<file path="config.mk">
export PLATFORM = sky130hd
export DESIGN_NAME = led_pattern_seq
export DESIGN_NICKNAME = d
export VERILOG_FILES = /design/src/rtl/led_pattern_seq.sv
export SDC_FILE = /design/constraint.sdc
export NUM_CORES = 1
export LEC_CHECK = 0
export CAP_MARGIN = 20
export CORE_MARGIN = 10
export CORE_UTILIZATION = 33
export CTS_BUF_LIST = sky130_fd_sc_hd__clkbuf_2
export DETAILED_ROUTE_END_ITERATION = 10
export PLACE_DENSITY = 0.57
export SLEW_MARGIN = 25
export SYNTH_ARGS = -nofsm -noshare
export SYNTH_HDL_FRONTEND = slang
export SYNTH_SLANG_ARGS = --single-unit
</file>
<file path="constraint.sdc">
create_clock -name clk -period 5.4 [get_ports clk]
set_clock_uncertainty 0.1 [all_clocks]
set_input_delay 0.54 -clock clk [delete_from_list [all_inputs] [get_ports clk]]
set_output_delay 0.54 -clock clk [all_outputs]
set_load 0.005 [all_outputs]
</file>
<file path="src/rtl/led_pattern_seq.sv">
module led_pattern_seq #(
  parameter int CLK_HZ  = 50_000_000,
  parameter int N_LED   = 8,
  parameter int DWELL_S = 20
) (
  input  logic                       clk,
  input  logic                       rst,
  input  logic                       rate_btn,
  output logic [N_LED-1:0]           led,
  output logic [1:0]                 pat_num,
  output logic [$clog2(DWELL_S)-1:0] secs_left
);
  localparam int QDIV = CLK_HZ / 4;
  localparam int DW   = (QDIV > 2) ? $clog2(QDIV) : 1;
  localparam int PW   = $clog2(N_LED);
  localparam int SW   = $clog2(DWELL_S);

  logic [DW-1:0] div_cnt;
  logic [1:0]    qcnt;
  logic          rate_req, rate_fast;
  logic [PW-1:0] pos;
  logic [1:0]    pat;
  logic          qtick, sec_tick, beat, advance;

  assign qtick    = div_cnt == DW'(QDIV - 1);
  assign sec_tick = qtick && (qcnt == 2'd3);
  assign beat     = qtick && (rate_fast || qcnt[0]);
  assign advance  = sec_tick && (secs_left == '0);

  always_ff @(posedge clk) begin
    if (rst) begin
      div_cnt   <= '0;
      qcnt      <= '0;
      rate_req  <= 1'b0;
      rate_fast <= 1'b0;
      pos       <= '0;
      pat       <= 2'd0;
      secs_left <= SW'(DWELL_S - 1);
    end else begin
      div_cnt  <= qtick ? '0 : div_cnt + 1'b1;
      if (qtick) qcnt <= qcnt + 2'd1;
      rate_req <= rate_req ^ rate_btn;
      if (beat) rate_fast <= rate_req;
      if (sec_tick) secs_left <= advance ? SW'(DWELL_S - 1) : secs_left - 1'b1;
      if (advance) pat <= (pat == 2'd2) ? 2'd0 : pat + 2'd1;
      if (advance) pos <= '0;
      else if (beat) pos <= (pos == PW'(N_LED - 1)) ? '0 : pos + 1'b1;
    end
  end

  always_comb begin
    case (pat)
      2'd0:    led = N_LED'(1) << pos;
      2'd1:    led = {N_LED{pos[0]}};
      default: led = N_LED'(1) << (PW'(N_LED - 1) - pos);
    endcase
  end

  assign pat_num = pat + 2'd1;

  p_led_beat_only_r2: assert property (@(posedge clk) disable iff (rst)
    !beat |=> $stable(led));
  p_walk_single_r4: assert property (@(posedge clk) disable iff (rst)
    (pat_num != 2'd2) |-> $countones(led) == 1);
  p_cd_range_r7: assert property (@(posedge clk) disable iff (rst)
    secs_left <= SW'(DWELL_S - 1));
  p_cd_step_r7: assert property (@(posedge clk) disable iff (rst)
    (sec_tick && secs_left != '0) |=> secs_left == $past(secs_left) - 1'b1);
  p_hold_r3: assert property (@(posedge clk) disable iff (rst)
    !sec_tick |=> ($stable(secs_left) && $stable(pat_num)));
  p_rotate_r8: assert property (@(posedge clk) disable iff (rst)
    advance |=> (pat_num != $past(pat_num) && secs_left == SW'(DWELL_S - 1)));
  p_restart_r9: assert property (@(posedge clk) disable iff (rst)
    advance |=> pos == '0);
endmodule

</file>
# ---- Yosys cells after proc, flatten, opt, wreduce, memory -nomap -nowiden
# Index checks and enable logic that the tools add are counted.
dict set report classes {
  n_addsub 6
  eq_ne 5
  n_shift 2
  n_mux 4
  bitwise 1
  reduce_logical 8
}
# operator count
set op_table {}
lappend op_table {{adder 24 x 1 -> 24 bit (second input constant)} 1}
lappend op_table {{equality test 24 bit (second input constant)} 1}
lappend op_table {{one-hot mux 8 bit (2 select lines)} 1}
lappend op_table {{<< shifter 1 x 3 -> 8 bit (first input constant)} 2}
lappend op_table {{zero test 5 bit} 1}
lappend op_table {{two-way mux 5 bit} 1}
lappend op_table {{subtractor 5 x 1 -> 5 bit (second input constant)} 1}
lappend op_table {{adder 2 x 1 -> 2 bit (second input constant)} 2}
lappend op_table {{equality test 2 bit (second input constant)} 2}
lappend op_table {{OR reduction 2 bit} 2}
lappend op_table {{adder 3 x 1 -> 3 bit (second input constant)} 1}
lappend op_table {{equality test 3 bit (second input constant)} 1}
lappend op_table {{logical AND 1 bit} 3}
lappend op_table {{two-way mux 3 bit} 1}
lappend op_table {{subtractor 3 bit (first input constant)} 1}
lappend op_table {{equality test 2 x 1 -> 1 bit (second input constant)} 1}
lappend op_table {{zero test 2 bit} 1}
lappend op_table {{two-way mux 2 bit} 1}
lappend op_table {{logical OR 1 bit} 1}
lappend op_table {{bitwise XOR 1 bit} 1}
dict set report totals {
  reg_bits 38
  input_bits 3
  out_inout_bits 15
  word_cells 33
}

# ---- Longest topological paths before layout
dict set report logic_depth {
  word_depth 4
  ltp_mapped 7
  mapped_depth_nobuf 6
}

# ---- Worst setup path before layout
# No wires, ideal clock.
dict set report synth_path {
  path_type {flip-flop to flip-flop}
  startpoint {register div_cnt[16]}
  endpoint {register secs_left[2]}
  arrival_time_ns 2.112
  required_ns 5.179
  setup_slack_ns 3.067
  stages_incl_launch_ff 7
  n_path_buf 2
  path_cell_list {dfxtp_1 -> or4_1 -> or4_1 -> buf_2 -> buf_6 -> nor3_1 -> mux2_2}
}
dict set report synth_via {
  elab_chain_len 4
}
# element line
set synth_rtl {}
lappend synth_rtl {{from (decl)} 18} ;# logic [DW-1:0] div_cnt;
lappend synth_rtl {{from (signal assigned)} 40} ;# div_cnt <= qtick ? '0 : div_cnt + 1'b1;
lappend synth_rtl {{equality test 24 bit *} 25} ;# assign qtick = div_cnt == DW'(QDIV - 1);
lappend synth_rtl {{logical AND 1 bit *} 26} ;# assign sec_tick = qtick && (qcnt == 2'd3);
lappend synth_rtl {{logical AND 1 bit} 28} ;# assign advance = sec_tick && (secs_left == '0);
lappend synth_rtl {{two-way mux 5 bit} 44} ;# if (sec_tick) secs_left <= advance ? SW'(DWELL_S - 1) : secs_left - 1'b1;
lappend synth_rtl {{to (signal assigned)} 38} ;# secs_left <= SW'(DWELL_S - 1);
lappend synth_rtl {{to (signal assigned)} 44}
lappend synth_rtl {{to (decl)} 11} ;# output logic [$clog2(DWELL_S)-1:0] secs_left
# Mark *: on every way between the ends. The rest lies on a longest branch, timed or not.
# A chain may end at the register's enable or synchronous reset.

# ---- Worst setup path in the final report
dict set report layout_path {
  startpoint {register pat[1]}
  endpoint {output port led[7]}
}
dict set report layout_via {
  elab_chain_len 2
  elab_cells_between_ends 3
}
# element line
set layout_rtl {}
lappend layout_rtl {{from (decl)} 22} ;# logic [1:0] pat;
lappend layout_rtl {{from (signal assigned)} 45} ;# if (advance) pat <= (pat == 2'd2) ? 2'd0 : pat + 2'd1;
lappend layout_rtl {{equality test 2 x 1 -> 1 bit / zero test 2 bit (equally long branches)} 52} ;# case (pat)
lappend layout_rtl {{one-hot mux 8 bit (2 select lines) *} 52}
lappend layout_rtl {{to (decl)} 9} ;# output logic [N_LED-1:0] led,
# Marked as above.

==> metrics.txt <==
Rel. slew slack=0.5249; Final Max Slew Viols=0; gr usage total=0.1007; RSZ-0062 raised after global routing=false; period utilization=0.5365; Cell Chain, Critical Path=inv_1, ha_1, or3_1, o32ai_1, clkdlybuf4s50_1; CP max FO=11; worst skew pair latency=0.39 ns; endpoints failing hold=0; syn_area_per_cell=slightly below 8 um^2; leakage=0.7487 nW; setup ws final=~2.5 ns; required time of the critical path=~4.8 ns; YS warnings=0; vias in the first global route=between 1500 and 2000; register area share after synthesis=0.3610; largest net degree at the start of global routing=23; clock transition at the registers of the reported paths=around 0.21 ns; predominant post-synthesis flop cell=dfxtp_1; Synth cell types=40; final cell area excluding filler cells=roughly 0.0023 mm^2; Power Density=between 150 and 200 mW/mm^2; Nets=285; CTS root buffer=clkbuf_2; arrival time worst endpoint=about 2.3 ns; DR pass1 iterations=4; worst vdd ir=approximately 89 uV; Crit path max-delay family=buffers and inverters; post-synthesis cell count=267; die area=~0.01 mm^2; post-CTS setup buffer count=0; Die Y=99.91 um; clock sinks=38; Diodes inserted=0; P&R area growth vs syn=11.28%; worst-margin pin slew=0.7061 ns; Overflow after GRT=0; Async SR Flop Fraction=0; Max stage delay on crit path=0.55 ns; IO buf count=17; routed vias/inst=between 5 and 6; first-pass GRT wire length=around 8.6 mm; H-tree depth=2; initial antenna violation count=0; core region area=~0.0063 mm^2; row cnt=29; Initial Utilization=0.3357; Post-DRT Antenna Nets=0; crit start category=flip-flop; Post-DP Area=roughly 0.0023 mm^2; routability cong.=~0.82; Syn Nets=277; post-DP HPWL=between 3 and 4 mm; hold buffer count at cts=0; Hold WC Path Type=flip-flop to flip-flop; status=finished clean; Via Count=between 1500 and 2000; setup TNS=0 ns; Die X=about 100 um; fin crit period=around 2.9 ns; CTS Buf Count=5; # DRC=0; share of layout cells above drive strength 1=0.05072; critical setup path kind=flip-flop to output pin; EDFF count, synth=0; Cell Area, Synth=around 0.0021 mm^2; CTS max path bufs=2; setup violators final=0; DP Worst Slack=~2.8 ns; I/O Pins=18; Bufs and invs on worst path=2; CP max-delay cell=clkdlybuf4s50_1; CP endpoint kind=output pin; Fmax=around 350 MHz; #FFs+latches synth=38; maxcap violations=0; WL/cell=13.57 um; Resize count post-CTS=0; CTS tree=done; drt total wl=4.790 mm; First DRT Iteration DRCs=a little under 90
## worst reg2reg max path, cell delays in order (launching register included)
cell and delay (ns):
dfxtp_1 0.40, or4_1 0.55, or4_1 0.72, o21a_1 0.26
or4_1 0.45
## placed cells by master (no fill, tap or decap), types with 2 or more instances in the layout
cell,instances
a21oi_1,15
a311oi_1,2
a31oi_1,3
and3_1,3
and4_1,3
clkbuf_2,6
clkdlybuf4s50_1,17
dfxtp_1,38
ha_1,7
inv_1,10
mux2i_1,2
nand2_1,15
nand2b_1,2
nand3_1,12
nand4_1,12
nand4bb_1,2
nor2_1,25
nor2b_1,2
nor3_1,15
nor4_1,3
o21ai_0,24
o31ai_1,7
or2_2,3
or3_1,12
or4_1,8
xnor2_1,7
xor2_1,6
## final timing paths
check | start | end | slack (ns) | cells after the start
setup / recovery | pat[1]$_SDFFE_PP0P_ | led[7] | 2.50 | 5
hold / removal | div_cnt[0]$_SDFF_PP0_ | div_cnt[0]$_SDFF_PP0_ | 0.38 | 1
setup reg to reg | div_cnt[16]$_SDFF_PP0_ | secs_left[0]$_SDFFE_PP1P_ | 2.85 | 4
hold reg to reg | div_cnt[0]$_SDFF_PP0_ | div_cnt[0]$_SDFF_PP0_ | 0.38 | 1
## synth_stat cells, drive strengths merged (2+ instances only)
master	n	area [um^2]
nor4	3	18.77
nor2	25	93.84
buf	4	26.27
a31oi	3	18.77
xnor2	7	61.31
nor2b	2	12.51
dfxtp	38	760.7
or3	12	75.07
or3b	2	17.52
a311oi	2	17.52
inv	10	37.54
and3	3	18.77
mux2i	2	20.02
o31ai	7	52.55
clkbuf	13	48.80
nand4bb	2	22.52
nand2	15	56.30
or2	3	18.77
and4	3	26.28
ha	7	87.58
xor2	6	52.55
nand3	12	60.06
o21ai	25	125.1
or4	8	60.06
a21oi	15	75.07
nand2b	2	12.51
nand4	12	75.07
nor3	15	75.07
## power by group
group / leakage, nW / switching [mW] / total, mW / internal (mW)
combinational: 0.411 / 0.00832 / 0.0134 / 0.00513
clock: 0.0304 / 0.0931 / 0.125 / 0.0319
sequential: 0.307 / 0.00242 / 0.286 / 0.284
## sequential cells by signal, indices dropped and copies added (netlist names)
name and cells:
qcnt 2, pat 2, div_cnt 24, rate_req 1, rate_fast 1, pos 3
secs_left 5
## cells by family after synthesis
| logic type | Yosys count | synth area share |
|---|---|---|
| adders and majority gates | 7 | 0.04157 |
| buffers and inverters | 27 | 0.05345 |
| DFF | 38 | 0.3610 |
| xor gates and xnor gates | 13 | 0.05404 |
| and+or+nand+nor | 122 | 0.3177 |
| muxes | 3 | 0.01485 |
| AOI/OAI and AO/OA | 57 | 0.1574 |
## routing by layer
metal  wire length, um  vias to the layer above  part of all wire  global-route usage
met3               236                        8             0.049             0.03091
met1              2378                      899              0.50              0.1245
met4                53                        0             0.011             0.02977
li1                  -                      995                 -                   -
met2              2122                       23              0.44              0.1638
met5                 0                        -                 0                   0
## stage by stage
step	utilization	std cells	hold WS, ns	total power [mW]
finish	0.3735	353	0.3840	0.4244
global route	0.3735	353	0.4015	0.4439
CTS	0.3735	353	0.3829	0.4337
detailed placement	0.3674	345	0.3427	0.3053
global placement	0.3674	345	0.3418	0.3050
floorplan	-	267	0.3255	0.3009
## area by class of cell
type,count,area [um^2]
fill,668,3933
multi-input combinational,202,1234
sequential,38,760.7
timing repair buffer,18,177.7
tap,77,96.34
inverter,10,37.54
clock buffer,6,30.03
clock inverter,2,8.758
Power figures use the tool's default switching activity.
